==> src/rtl/qc_pkg.sv <==
package qc_pkg;

    localparam int DATA_W = 8;
    localparam int CW_W   = 2 * DATA_W;
    localparam int NPAIR  = CW_W * CW_W;

    // first row of the circulant parity matrix (bits 0,1,2,4)
    localparam logic [DATA_W-1:0] ROW = 8'b0001_0111;

    typedef enum logic [1:0] {
        ST_CLEAN = 2'b00,
        ST_FIX1  = 2'b01,
        ST_FIX2  = 2'b10,
        ST_FAIL  = 2'b11
    } status_e;

    typedef struct packed {
        logic [DATA_W-1:0] par;
        logic [DATA_W-1:0] dat;
    } cword_t;

    typedef struct packed {
        logic              valid;
        logic [DATA_W-1:0] data;
        status_e           status;
    } dec_out_t;

    function automatic logic [DATA_W-1:0] encode(input logic [DATA_W-1:0] d);
        logic [DATA_W-1:0] p;
        p = '0;
        for (int i = 0; i < DATA_W; i++) begin
            for (int j = 0; j < DATA_W; j++) begin
                p[i] = p[i] ^ (d[j] & ROW[(i - j + DATA_W) % DATA_W]);
            end
        end
        return p;
    endfunction

    function automatic logic [DATA_W-1:0] syndrome_of(input cword_t w);
        return encode(w.dat) ^ w.par;
    endfunction

endpackage

==> src/rtl/qc_encoder.sv <==
module qc_encoder
    import qc_pkg::*;
(
    input  logic [DATA_W-1:0] data_i,
    output logic [DATA_W-1:0] parity_o
);

    assign parity_o = encode(data_i);

endmodule

==> src/rtl/qc_error_lookup.sv <==
module qc_error_lookup
    import qc_pkg::*;
(
    input  logic [DATA_W-1:0] syn_i,
    output logic [CW_W-1:0]   err_o,
    output status_e           cls_o
);

    logic [NPAIR-1:0] hit;
    logic [CW_W-1:0]  masked [NPAIR];

    for (genvar i = 0; i < CW_W; i++) begin : g_row
        for (genvar j = 0; j < CW_W; j++) begin : g_col
            if (j >= i) begin : g_pat
                localparam logic [CW_W-1:0] PAT =
                    (CW_W'(1) << i) | (CW_W'(1) << j);
                localparam logic [DATA_W-1:0] SYN = syndrome_of(cword_t'(PAT));
                assign hit[i*CW_W+j]    = (syn_i == SYN);
                assign masked[i*CW_W+j] = hit[i*CW_W+j] ? PAT : '0;
            end else begin : g_none
                assign hit[i*CW_W+j]    = 1'b0;
                assign masked[i*CW_W+j] = '0;
            end
        end
    end

    always_comb begin
        err_o = '0;
        for (int k = 0; k < NPAIR; k++) begin
            err_o = err_o | masked[k];
        end
    end

    always_comb begin
        if (syn_i == '0)
            cls_o = ST_CLEAN;
        else if (hit == '0)
            cls_o = ST_FAIL;
        else if ($countones(err_o) == 1)
            cls_o = ST_FIX1;
        else
            cls_o = ST_FIX2;
    end

    // distinct correctable patterns never share a syndrome
    always_comb begin
        p_unique_hit_r6: assert ($onehot0(hit))
            else $error("two correctable patterns share one syndrome");
    end

endmodule

==> src/rtl/qc_codec.sv <==
module qc_codec
    import qc_pkg::*;
(
    input  logic              clk,
    input  logic              rst,
    input  logic [DATA_W-1:0] wr_data,
    output logic [DATA_W-1:0] wr_parity,
    input  logic              rd_en,
    input  logic [DATA_W-1:0] rd_data,
    input  logic [DATA_W-1:0] rd_parity,
    output logic              dec_valid,
    output logic [DATA_W-1:0] dec_data,
    output logic [1:0]        dec_status
);

    logic [DATA_W-1:0] recomputed;
    logic [DATA_W-1:0] syndrome;
    logic [CW_W-1:0]   err;
    status_e           cls;
    dec_out_t          nxt, q;

    qc_encoder u_wenc (
        .data_i   (wr_data),
        .parity_o (wr_parity)
    );

    qc_encoder u_renc (
        .data_i   (rd_data),
        .parity_o (recomputed)
    );

    assign syndrome = recomputed ^ rd_parity;

    qc_error_lookup u_lookup (
        .syn_i (syndrome),
        .err_o (err),
        .cls_o (cls)
    );

    always_comb begin
        nxt.valid  = rd_en;
        nxt.status = cls;
        nxt.data   = (cls == ST_FAIL) ? rd_data : (rd_data ^ err[DATA_W-1:0]);
    end

    always_ff @(posedge clk) begin
        if (rst) begin
            q <= '{valid: 1'b0, data: '0, status: ST_CLEAN};
        end else begin
            q <= nxt;
        end
    end

    assign dec_valid  = q.valid;
    assign dec_data   = q.data;
    assign dec_status = q.status;

    // one result per presented read, one cycle later
    p_valid_follows_r3: assert property (@(posedge clk) disable iff (rst)
        rd_en |=> dec_valid);
    p_valid_idle_r3: assert property (@(posedge clk) disable iff (rst)
        !rd_en |=> !dec_valid);

    // a clean word passes through unchanged
    p_clean_passthru_r4: assert property (@(posedge clk) disable iff (rst)
        (dec_valid && dec_status == 2'b00) |-> dec_data == $past(rd_data));

    // single fix changes at most one data bit
    p_fix1_weight_r5: assert property (@(posedge clk) disable iff (rst)
        (dec_valid && dec_status == 2'b01) |->
            $countones(dec_data ^ $past(rd_data)) <= 1);

    // double fix changes at most two data bits
    p_fix2_weight_r6: assert property (@(posedge clk) disable iff (rst)
        (dec_valid && dec_status == 2'b10) |->
            $countones(dec_data ^ $past(rd_data)) <= 2);

    // no correction when uncorrectable
    p_fail_passthru_r8: assert property (@(posedge clk) disable iff (rst)
        (dec_valid && dec_status == 2'b11) |-> dec_data == $past(rd_data));

endmodule

==> config.mk <==
export PLATFORM = sky130hd
export DESIGN_NAME = qc_codec
export DESIGN_NICKNAME = d
export VERILOG_FILES = /design/src/rtl/qc_pkg.sv /design/src/rtl/qc_encoder.sv /design/src/rtl/qc_error_lookup.sv /design/src/rtl/qc_codec.sv
export SDC_FILE = /design/constraint.sdc
export NUM_CORES = 1
export LEC_CHECK = 0
export BUFFER_PORTS_ARGS = -buffer_cell sky130_fd_sc_hd__buf_2
export CAP_MARGIN = 20
export CORE_MARGIN = 3
export CORE_UTILIZATION = 45
export CTS_CLUSTER_SIZE = 28
export DETAILED_ROUTE_END_ITERATION = 6
export MAX_ROUTING_LAYER = met4
export SLEW_MARGIN = 10
export SYNTH_ARGS = -nofsm -noshare
export SYNTH_HDL_FRONTEND = slang
export SYNTH_HIERARCHICAL = 1
export SYNTH_SLANG_ARGS = --single-unit
==> constraint.sdc <==
create_clock -name clk -period 7.85 [get_ports clk]
set_clock_uncertainty 0.15 [all_clocks]
set_input_delay 0.3925 -clock clk [delete_from_list [all_inputs] [get_ports clk]]
set_output_delay 0.3925 -clock clk [all_outputs]
set_load 0.005 [all_outputs]
After elaboration in Yosys (flattened, before gate mapping)
Index checks and enable logic that the tools add are counted.
W data, S select, Z words.
{"block": "totals", "register_bits": 11, "inputBits": 27, "word_cells": 481}
{"block": "op_classes", "n_addsub": 15, "n_eq_ne": 138, "muxes": 140, "n_bitwise": 183, "reduce_logical": 2}
{"cell": "$or A16 B16 Y16", "n": 135}
{"cell": "$eq A8 B8 Y1 const B", "n": 60}
{"cell": "$eq A8 B7 Y1 const B", "n": 33}
{"cell": "$logic_not A256 Y1", "n": 1}
{"cell": "$mux W16", "n": 16}
{"cell": "$mux W15", "n": 15}
{"cell": "$mux W14", "n": 14}
{"cell": "$mux W13", "n": 13}
{"cell": "$eq A8 B6 Y1 const B", "n": 19}
{"cell": "$mux W12", "n": 12}
{"cell": "$mux W11", "n": 11}
{"cell": "$mux W10", "n": 10}
{"cell": "$eq A8 B5 Y1 const B", "n": 11}
{"cell": "$mux W9", "n": 9}
{"cell": "$mux W8", "n": 9}
{"cell": "$mux W7", "n": 7}
{"cell": "$eq A8 B4 Y1 const B", "n": 6}
{"cell": "$xor A1 B1 Y1", "n": 46}
{"cell": "$mux W6", "n": 6}
{"cell": "$eq A8 B3 Y1 const B", "n": 4}
{"cell": "$mux W5", "n": 5}
{"cell": "$add A1 B1 Y2", "n": 8}
{"cell": "$eq A8 B2 Y1 const B", "n": 2}
{"cell": "$mux W4", "n": 4}
{"cell": "11 further kinds", "n": 22}

Logic depth before layout (Yosys ltp)
Gate-level depths: netlist (run 1).
{"block": "logic_depth", "depth_word": 151, "mapped_depth": 27, "depth_no_buf": 24}

Modules after synthesis
Netlist (run 1), hierarchy kept.
{"mod": "qc_error_lookup", "instances": 1, "cells_each": 402, "area_each_um2": 2811.4}
{"mod": "qc_codec", "instances": 1, "cells_each": 56, "area_each_um2": 555.5}
{"mod": "qc_encoder", "instances": 2, "cells_each": 18, "area_each_um2": 165.2}

Worst setup path before layout (run 1)
Ideal clock, no wire load.
{"block": "synth_path", "path_kind": "input -> register", "from": "in rd_data[5]", "to": "reg q, in the netlist dec_data[0]", "arrival_ns": 6.409, "setup_slack_ns": 1.171, "stages": 25, "cell_sequence": "xnor2_1 -> xor2_1 -> xor2_1 -> buf_2 -> buf_2 -> buf_1 -> nor2_1 -> a21oi_1 -> o22ai_1 -> a22oi_1 -> o311ai_0 -> ha_1 -> fa_1 -> inv_1 -> fa_1 -> fa_1 -> inv_1 -> fa_1 -> ha_1 -> fa_1 -> nor4b_1 -> nand2_1 -> o2bb2ai_1 -> a21boi_0 -> mux2_2"}
{"block": "synth_via", "elab_cells_between_ends": 440, "cone_classes": "add/sub: 15; eq/ne: 138; mux: 140; bitwise: 145; reduce/logical: 2"}
{"element": "from (decl)", "line": "qc_codec.sv:9", "text": "input logic [DATA_W-1:0] rd_data,"}
{"element": "$xor A1 B1 Y1 *", "line": "qc_pkg.sv:33", "text": "p[i] = p[i] ^ (d[j] & ROW[(i - j + DATA_W) % DATA_W]);"}
{"element": "named net recomputed[5]", "line": "qc_codec.sv:16", "text": "logic [DATA_W-1:0] recomputed;"}
{"element": "$xor A8 B8 Y8 *", "line": "qc_codec.sv:32", "text": "assign syndrome = recomputed ^ rd_parity;"}
{"element": "named net syndrome[5]", "line": "qc_codec.sv:17", "text": "logic [DATA_W-1:0] syndrome;"}
{"element": "$eq A8 B3 Y1", "line": "qc_error_lookup.sv:18", "text": "assign hit[i*CW_W+j] = (syn_i == SYN);"}
{"element": "$mux W13", "line": "qc_error_lookup.sv:19", "text": "assign masked[i*CW_W+j] = hit[i*CW_W+j] ? PAT : '0;"}
{"element": "$or A16 B16 Y16 (117 in a row)", "line": "qc_error_lookup.sv:30", "text": "err_o = err_o | masked[k];"}
{"element": "$or A16 B16 Y16 * (7 in a row)", "line": "qc_error_lookup.sv:30"}
{"element": "named net err[12]", "line": "qc_codec.sv:18", "text": "logic [CW_W-1:0] err;"}
{"element": "[... 3 more ...]"}
{"element": "$add A4 B4 Y5 (implied by the code) *", "line": "qc_error_lookup.sv:39", "text": "else if ($countones(err_o) == 1)"}
{"element": "$eq A5 B1 Y1 *", "line": "qc_error_lookup.sv:39"}
{"element": "$mux W2 *", "line": "qc_error_lookup.sv:39"}
{"element": "$mux W2 *", "line": "qc_error_lookup.sv:37", "text": "else if (hit == '0)"}
{"element": "$mux W2 *", "line": "qc_error_lookup.sv:35", "text": "if (syn_i == '0)"}
{"element": "named net cls[1]", "line": "qc_codec.sv:19", "text": "status_e cls;"}
{"element": "$eq A2 B2 Y1 *", "line": "qc_codec.sv:43", "text": "nxt.data = (cls == ST_FAIL) ? rd_data : (rd_data ^ err[DATA_W-1:0]);"}
{"element": "$mux W8 *", "line": "qc_codec.sv:43"}
{"element": "to (signal assigned)", "line": "qc_codec.sv:48", "text": "q <= '{valid: 1'b0, data: '0, status: ST_CLEAN};"}
{"element": "to (signal assigned)", "line": "qc_codec.sv:50", "text": "q <= nxt;"}
{"element": "to (decl)", "line": "qc_codec.sv:20", "text": "dec_out_t nxt, q;"}
The timed path passes the listed nets; every way through them passes the cells marked *.
A chain may end at the register's enable or synchronous reset.

Worst setup path after layout (run 1)
{"block": "layout_path", "from": "in rd_data[6]", "to": "reg q, in the netlist dec_data[1]"}
{"block": "layout_via", "elab_cells_between_ends": 438, "cone_classes": "add/sub: 15; eq/ne: 138; mux: 140; bitwise: 143; reduce/logical: 2"}
{"element": "$xor A1 B1 Y1 *", "line": "qc_pkg.sv:33"}
{"element": "named net recomputed[6]", "line": "qc_codec.sv:16"}
{"element": "$xor A8 B8 Y8 *", "line": "qc_codec.sv:32"}
{"element": "named net syndrome[6]", "line": "qc_codec.sv:17"}
{"element": "$eq A8 B7 Y1", "line": "qc_error_lookup.sv:18"}
{"element": "$mux W5", "line": "qc_error_lookup.sv:19"}
{"element": "$or A16 B16 Y16 (65 in a row)", "line": "qc_error_lookup.sv:30"}
{"element": "$or A16 B16 Y16 * (67 in a row)", "line": "qc_error_lookup.sv:30"}
{"element": "named net err[4]", "line": "qc_codec.sv:18"}
{"element": "[... 3 more ...]"}
{"element": "$add A4 B4 Y5 (implied by the code) *", "line": "qc_error_lookup.sv:39"}
{"element": "$eq A5 B1 Y1 *", "line": "qc_error_lookup.sv:39"}
{"element": "$mux W2 *", "line": "qc_error_lookup.sv:39"}
{"element": "$mux W2 *", "line": "qc_error_lookup.sv:37"}
{"element": "$mux W2 *", "line": "qc_error_lookup.sv:35"}
{"element": "named net cls[1]", "line": "qc_codec.sv:19"}
{"element": "$eq A2 B2 Y1 *", "line": "qc_codec.sv:43"}
{"element": "$mux W8 *", "line": "qc_codec.sv:43"}
Marks and branches as above.

==> results of run 1 <==
==> state kept, by name, summed over array words and instances (netlist names) <==
| signal | count |
|---|---|
| dec_status | 2 |
| dec_valid | 1 |
| dec_data | 8 |
==> routing by layer <==
metal	up-vias	track usage [%]	wire length (um)
li1	1981	-	-
met1	2033	43.0	5950
met2	389	46.8	6410
met3	102	6.20	1850
met4	0	18.6	1070
met5	-	-	0
==> path summary, 6_finish.rpt <==
| kind | startpoint | end | slack (ns) |
|---|---|---|---|
| worst min-delay path | rd_en | dec_valid | 0.22 |
| worst max-delay path | rd_data[6] | dec_data[1] | 0.44 |
==> final cells by class <==
type | count | area share (%)
repair buffers | 114 | 18.1
inverters | 20 | 1.66
clock buffers | 4 | 0.998
flip-flops and latches | 11 | 4.88
multi-input cells | 417 | 71.5
well taps | 102 | 2.83
==> placed cells by master, fill, tap and decap left out, drive strengths merged, types with 8 or more instances in the layout <==
cell / count
a21oi: 19
nand3: 25
o21ai: 26
a21boi: 8
dfxtp: 11
inv: 20
fa: 11
xnor2: 29
ha: 13
xor2: 19
nor2b: 19
nor4b: 8
buf: 114
mux2: 8
nand2: 42
nand4: 10
nor2: 30
o211ai: 8
o22ai: 14
==> through the flow <==
| stage | area, um^2 | util (%) |
|---|---|---|
| finish | 4520 | 57.5 |
| global route | 4520 | 57.5 |
| CTS | 4460 | 56.8 |
| detailed placement | 4410 | 56.2 |
| global placement | 4410 | 56.2 |
| floorplan | 3700 | - |
==> cells by family after synthesis <==
group           Yosys count
fa+ha+maj                28
mux                       9
flops                    11
buf+inv                  66
xor+xnor                 48
compound gates          135
simple gates            197
==> repair_timing <==
item,CTS,global route
setup buffers,0,3
resized for setup,0,4
setup endpoints to repair,0,8
==> critical path: cells and delay by family <==
kind | cells | cell delay (ns)
fa+ha+maj | 7 | 2.87
compound gates | 4 | 1.29
xor+xnor | 3 | 0.79
mux | 1 | 0.36
simple gates | 5 | 1.02
buf+inv | 5 | 0.63
==> power by group through the flow <==
stage | combinational, uW | clock [uW] | sequential [uW]
6_report | 1020 | 55.6 | 73.7
5_1_grt | 1110 | 61.0 | 74.7
4_1_cts | 980 | 56.7 | 73.9
3_5_place_dp | 976 | 0 | 74.8
3_3_place_gp | 971 | 0 | 74.9
2_1_floorplan | 639 | 0 | 77.4
==> qor.txt, run 1 <==
CTS clock-pin slew for the worst setup and hold paths = 0.05 ns
XOR/XNOR Fraction of Synth Area = 12.3%
Critical path arrival = 7.38 ns
RSZ-0062 raised after global routing = false
Post-CTS Hold Buffers = 0
Avg Vias per Cell = 6.74
Switching Share = 54.4%
Core ar. = 0.00785 mm^2
DRT Wirelength = 15.3 mm
CTS buffer count = 3
Most frequent cell after synthesis = nand2_1
Post-Synth Simple-Gate Area = 32.0%
Vias in the first global route = 4290
Critical Path End Type = register
VDD IR max = 132 uV
HP Class = in2reg
Antenna Cells = 0
Largest family of logic cells by synthesized area = simple AND/OR/NAND/NOR gates
Startpoint types = input port
Total grt overflow = 0
Syn Nets = 545
GRT Overall Usage = 32.7%
Synth top area cells = xnor2_1, dfxtp_1, fa_1
Clock buffer depth = 2
Max Cap Viol = 0
Worst path slowest cell = fa_1
Filler cell count = 761
Place WS = 0.113 ns
Max-slew violation count = 0
Lkg Pwr = 0.00180 uW
Clk sinks = 11
Mux share of post-synthesis cell area = 2.71%
Post-synth EDFFs = 0
Final worst-path cycle share = 94.5%
Vias after detailed routing = 4505
Tightest Pin Transition = 0.846 ns
Final setup vio count = 0
Delay of the slowest cell on the worst path = 0.53 ns
Clock Power Share = 4.8%
Final nets = 618
Outcome = complete, no violations
Port bufs = 45
Mapped Avg Cell Area = 7.48 um^2
H-Tree Level Count = 1
Die Height = 96.6 um
TritonCTS clock tree = built
Die area = 0.00934 mm^2
Yosys warning count = 6
Post-synthesis cell type count = 87
Reg area = 220 um^2
Root Buffer Master = clkbuf_8
Power Total = 1150 uW
Switching power total = 626 uW
First-pass GRT wire length = 24.3 mm
Drc violations = 0
Fin. Hold Viols = 0
Cell internal pwr = 524 uW
Routability cong. = 1.17
Synthesized area = 0.00370 mm^2
Row cnt = 32
Initial Util = 47.1%
Initial DRC count = 603
Syn Inst Count = 494
Logic pwr share = 88.8%
Register share of total power = 6.4%
Dominant synthesized flop cell = dfxtp_1
Placed Cells = 661
Chip Width = 96.6 um
Post-synth top area cell = xnor2_1
Seq/Total Area, Yosys = 5.96%
Layout Cells excl Fill = 668
Largest net degree at the start of global routing = 31
I/O pins = 46
Post-DP HPWL = 11.9 mm
Total negative slack = 0 ns
Hold path depth = 2
Routed WL per cell = 22.9 um
Fraction of registers with async set/reset = 0%
Post-synthesis compound-gate area fraction = 26.0%
Slew margin rel. = 42.8%
TritonRoute pass-1 iters = 5
Fmax = 135 MHz
Yosys top cell area share = 6.87%
Crit path time final = 7.41 ns
Kind of critical path = in2reg
Setup WS post-layout = 0.436 ns
CP most frequent cell = fa_1
Power per cell area = 255 mW/mm^2
Area growth from synthesis to layout = 22.1%
Initial antenna violation count = 0
Multi-input logic area = 0.00323 mm^2
Register bit total from synthesis = 11
Fin Hold WS = 0.223 ns
Antenna viol nets, final = 0
Crit-path max FO = 9
Critical Path RT = 7.82 ns
Most frequent cells after synthesis = nand2_1, nor2_1, xnor2_1
Synth Area in Adders = 11.5%
Share of layout cells above drive strength 1 = 27.9%
(Power assumes the default switching activity.)
==> run 2: changes to the inputs <==
--- a/config.mk
+++ b/config.mk
@@ -5,6 +5,7 @@
 export SDC_FILE = /design/constraint.sdc
 export NUM_CORES = 1
 export LEC_CHECK = 0
+export ABC_AREA = 1
 export BUFFER_PORTS_ARGS = -buffer_cell sky130_fd_sc_hd__buf_2
 export CAP_MARGIN = 20
 export CORE_MARGIN = 3
==> run 2 against run 1 <==
Against the previous run:
- the run now ends with DRC left
- utilization down 5.5 points
- fmax about the same
- largest power group unchanged
- clock-buffer cell count unchanged
- clock power up 2%
- critical path type unchanged
- global-route usage up 5.3 points
- combinational power down 45%
- non-clock buffer count down 59
- critical endpoint is now dec_data[2]
- via count up 11%
- setup slack better by 0.0060 ns
==> qor.txt, run 2 <==
Most frequent cells after synthesis = nand2_1, nor2_1, inv_1
Chip Width = 94.7 um
Place WS = 0.114 ns
Failing checks = DRC
First-pass GRT wire length = 25.4 mm
Crit path time final = 7.41 ns
DRT Wirelength = 16.1 mm
RSZ-0062 raised after global routing = false
Final setup vio count = 0
Row cnt = 31
Setup bufs post-CTS = 0
Switching power total = 418 uW
GRT Overall Usage = 38.1%
Syn Inst Count = 680
Most frequent cell after synthesis = nand2_1
Synth Area in Adders = 10.8%
Mux share of post-synthesis cell area = 0%
Commonest non-fill, non-tap cell in the layout = nand2_1
Post-synthesis cell type count = 31
Post-synth EDFFs = 0
CTS buffer count = 3
Vias after detailed routing = 5000
Critical Path RT = 7.82 ns
Delay of the slowest cell on the worst path = 0.54 ns
Clk sinks = 11
Outcome = finished with violations
Fraction of registers with async set/reset = 0%
Fin. Hold Viols = 0
Drc violations = 8
Power per cell area = 178 mW/mm^2
Fmax = 135 MHz
Dominant synthesized flop cell = dfxtp_1
Setup WS post-layout = 0.442 ns
Critical Path End Type = register
Synth top area cells = nand2_1, nor2_1, inv_1
Max-slew violation count = 0
Fin Hold WS = 0.221 ns
Max Cap Viol = 0
Startpoint types = input port
Die Height = 94.7 um
Max reg flops = 8
Yosys top cell area share = 28.8%
Placed Cells = 817
Initial DRC count = 839
XOR/XNOR Fraction of Synth Area = 8.91%
Critical path buffers and inverters = 6
Clock Power Share = 8.2%
Antenna viol nets, final = 0
Critical path arrival = 7.38 ns
Final nets = 774
Crit-path max FO = 16
Post-DP HPWL = 13.0 mm
Clock buffer depth = 2
Post-synthesis compound-gate area fraction = 9.16%
Register bit total from synthesis = 11
Total grt overflow = 0
HP Class = in2reg
Cell internal pwr = 272 uW
Core ar. = 0.00745 mm^2
Switching Share = 60.6%
Total negative slack = 0 ns
Layout Cells excl Fill = 821
Final worst-path cycle share = 94.4%
Yosys warning count = 6
Delay-heaviest family, CP = adder cells
Slew margin rel. = 45.6%
Filler cell count = 799
Root Buffer Master = clkbuf_8
Share of layout cells above drive strength 1 = 10.1%
Post-Synth Simple-Gate Area = 53.8%
TritonRoute pass-1 iters = 7
Antenna Cells = 0
Synthesized area = 0.00354 mm^2
Post-CTS Hold Buffers = 0
CTS clock-pin slew for the worst setup and hold paths = 0.05 ns
Routed WL per cell = 19.6 um
Syn Nets = 731
Mapped Avg Cell Area = 5.20 um^2
Die area = 0.00896 mm^2
Port bufs = 45
Largest family of logic cells by synthesized area = simple AND/OR/NAND/NOR gates
Register share of total power = 10.3%
Tightest Pin Transition = 0.813 ns
Largest net degree at the start of global routing = 17
Lkg Pwr = 0.00224 uW
Seq/Total Area, Yosys = 6.23%
Power Total = 690 uW
VDD IR max = 157 uV
Area growth from synthesis to layout = 9.59%
H-Tree Level Count = 1
I/O pins = 46
Logic pwr share = 81.5%
Vias in the first global route = 4773
Kind of critical path = in2reg
Most frequent cells in the layout = nand2_1, nor2_1, inv_1
Initial Util = 47.5%
Avg Vias per Cell = 6.09
TritonCTS clock tree = built
Initial antenna violation count = 0
Worst path slowest cell = fa_1
Routability cong. = 1.15
Post-synth top area cell = nand2_1
[run 2: cell count changes in the layout (fill, tap and decap cells not counted), sizes merged, moves of 8 or more]
cell | previous run | this run
nand2 | 42 | 274
nor2 | 30 | 142
buf | 114 | 55
inv | 20 | 65
nor2b | 19 | 0
xnor2 | 29 | 14
o21ai | 26 | 12
o22ai | 14 | 2
a21boi | 8 | 0
mux2 | 8 | 0
[run 2: metrics by stage]
stage | instance area, um^2 | util, %
floorplan | 3540 | -
global placement | 3810 | 51.2
detailed placement | 3810 | 51.2
CTS | 3860 | 51.8
global route | 3880 | 52.0
finish | 3880 | 52.0
[run 2: final cells by class]
type,instances,area (um^2),share of cell area (%)
Sequential cell,11,220,5.68
Inverter,65,244,6.29
Timing Repair Buffer,55,300,7.75
Multi-Input combinational cell,587,2940,75.9
Clock buffer,4,45.0,1.16
Tap cell,99,124,3.20
[run 2: power groups by stage]
stage | clock network [uW] | logic, uW | registers (uW)
3_5_place_dp | 0 | 539 | 71.9
6_report | 56.9 | 562 | 71.1
2_1_floorplan | 0 | 409 | 73.5
5_1_grt | 60.1 | 616 | 71.6
3_3_place_gp | 0 | 521 | 71.4
4_1_cts | 56.8 | 542 | 70.8
[run 2: final timing paths]
| kind | cells after the start | to | start | slack, ns |
|---|---|---|---|---|
| worst max-delay path | 31 | dec_data[2] | rd_data[2] | 0.44 |
| worst min-delay path | 2 | dec_status[1] | rst | 0.22 |
[run 2: repair_timing]
item,in CTS,in global routing
setup endpoints to repair,0,8
resized for setup,0,3
hold endpoints to repair,0,0
[run 2: cells by family after synthesis]
family,after synthesis
and+or+nand+nor,474
buffers and inverters,82
AOI/OAI and AO/OA,53
xor gates and xnor gates,36
adders and majority gates,24
DFF,11
[run 2: routing by layer]
metal | GRT usage (%) | part of all wire [%]
met5 | - | 0
met3 | 8.21 | 14
met2 | 58.0 | 43
met1 | 45.8 | 35
met4 | 23.1 | 8.4
==> run 3: changes to the inputs <==
--- a/config.mk
+++ b/config.mk
@@ -6,7 +6,7 @@
 export NUM_CORES = 1
 export LEC_CHECK = 0
 export ABC_AREA = 1
-export BUFFER_PORTS_ARGS = -buffer_cell sky130_fd_sc_hd__buf_2
+export BUFFER_PORTS_ARGS = -buffer_cell sky130_fd_sc_hd__buf_4
 export CAP_MARGIN = 20
 export CORE_MARGIN = 3
 export CORE_UTILIZATION = 45
==> run 3 against run 2 <==
Against the previous run:
- sequential power hardly changed
- the run now ends clean
- first-iteration DRC count is 11% lower
- via count is 2.6% lower
- combinational power hardly changed
- total power is 0.20% lower
- design area is 2.7% higher
- non-clock buffer count is 2 lower
- die area stayed put
- sequential share of layout area is 0.15 points lower
- largest power group unchanged
==> qor.txt, run 3 (synthesis gave the netlist of run 2 again) <==
Post-DP HPWL = 12.7 mm
Power Total = 689 uW
Slew margin rel. = 37.6%
Tightest Pin Transition = 0.932 ns
Hold path depth = 2
Antenna Cells = 0
VDD IR max = 233 uV
Avg Vias per Cell = 5.95
Crit-path max FO = 16
Power per cell area = 173 mW/mm^2
Max Cap Viol = 0
CTS buffer count = 3
Filler cell count = 792
Setup bufs post-CTS = 0
Initial antenna violation count = 0
Most frequent cells in the layout = nand2_1, nor2_1, inv_1
TritonCTS clock tree = built
Lkg Pwr = 0.00227 uW
Total negative slack = 0 ns
Clock buffer depth = 2
Final nets = 772
DRT Wirelength = 15.8 mm
Fin Hold WS = 0.193 ns
TritonRoute pass-1 iters = 7
Kind of critical path = in2reg
GRT Overall Usage = 36.9%
Fmax = 133 MHz
CP most frequent cell = nand2_1
Startpoint types = input port
Die area = 0.00896 mm^2
HP Class = in2reg
Vias after detailed routing = 4871
Crit path time final = 7.52 ns
Antenna viol nets, final = 0
Max-slew violation count = 0
Largest net degree at the start of global routing = 17
Fin. Hold Viols = 0
Chip Width = 94.7 um
Final setup vio count = 0
Max reg flops = 8
Root Buffer Master = clkbuf_8
Area growth from synthesis to layout = 12.5%
RSZ-0062 raised after global routing = false
CTS clock-pin slew for the worst setup and hold paths = 0.05 ns
Worst path slowest cell = nor4_1
Critical Path End Type = register
Row cnt = 31
Critical path arrival = 7.50 ns
Multi-input logic area = 0.00295 mm^2
I/O pins = 46
Vias in the first global route = 4678
Commonest non-fill, non-tap cell in the layout = nand2_1
Share of layout cells above drive strength 1 = 10.0%
Critical Path RT = 7.83 ns
Core ar. = 0.00745 mm^2
Clk sinks = 11
Reg area = 220 um^2
Drc violations = 0
Routability cong. = 1.17
Initial Util = 47.5%
Outcome = complete, no violations
Hold EP = dec_valid
Total grt overflow = 0
H-Tree Level Count = 1
Initial DRC count = 749
Port bufs = 45
HP Start = rst
First-pass GRT wire length = 24.4 mm
Delay of the slowest cell on the worst path = 0.56 ns
Final worst-path cycle share = 95.8%
Routed WL per cell = 19.2 um
Die Height = 94.7 um
run 3: cell types whose count changed in the layout (fill, tap and decap cells not counted):
cell / previous run / this run
buf_4: 10 / 53
buf_2: 45 / 0
o2111ai_2: 0 / 1
o2111ai_1: 6 / 5
run 3: power breakdown:
group          internal, uW  switching, uW  leakage, uW
logic                   178            385      0.00216
registers              68.0           2.93    0.0000919
clock network          35.6           20.1    0.0000228
run 3: through the flow:
stage	setup slack, ns	util, %	instance area (um^2)	instances
2_1_floorplan	1.45	-	3540	680
3_3_place_gp	0.321	52.5	3910	815
3_5_place_dp	0.200	52.5	3910	815
4_1_cts	0.428	53.1	3960	819
5_1_grt	0.0303	53.4	3980	819
6_report	0.326	53.4	3980	819
run 3: layout make-up:
type | count | share of cell area (%)
flip-flops and latches | 11 | 5.53
well taps | 99 | 3.11
inverters | 65 | 6.13
multi-input cells | 587 | 74.1
clock buffers | 4 | 1.13
repair buffers | 53 | 10.0
run 3: what timing repair did:
item	in CTS	in global routing
resized for setup	0	4
endpoints found under the hold margin	0	0
endpoints found under the setup margin	0	8
hold buffers	0	0
run 3: how the worst max path moves through the flow:
stage	to	startpoint
global route	dec_data[6]	rd_data[1]
CTS	dec_data[6]	rd_data[1]
global placement	dec_data[4]	rd_data[2]
detailed placement	dec_data[6]	rd_data[1]
floorplan	dec_data[3]	rd_data[6]
finish	dec_data[6]	rd_data[1]
run 3: critical path: cells and delay by family:
family	cells	cell delay, ns
adders and majority gates	7	2.99
and+or+nand+nor	13	1.94
AOI/OAI and AO/OA	4	1.11
buffers and inverters	7	0.67
xor gates and xnor gates	1	0.41
run 3: layer usage:
metal / track usage (%) / up-vias / part of all wire, %
li1: - / 2226 / -
met1: 42.9 / 2101 / 36
met2: 55.4 / 397 / 42
met3: 9.64 / 147 / 13
met4: 24.9 / 0 / 9.6
met5: - / - / 0
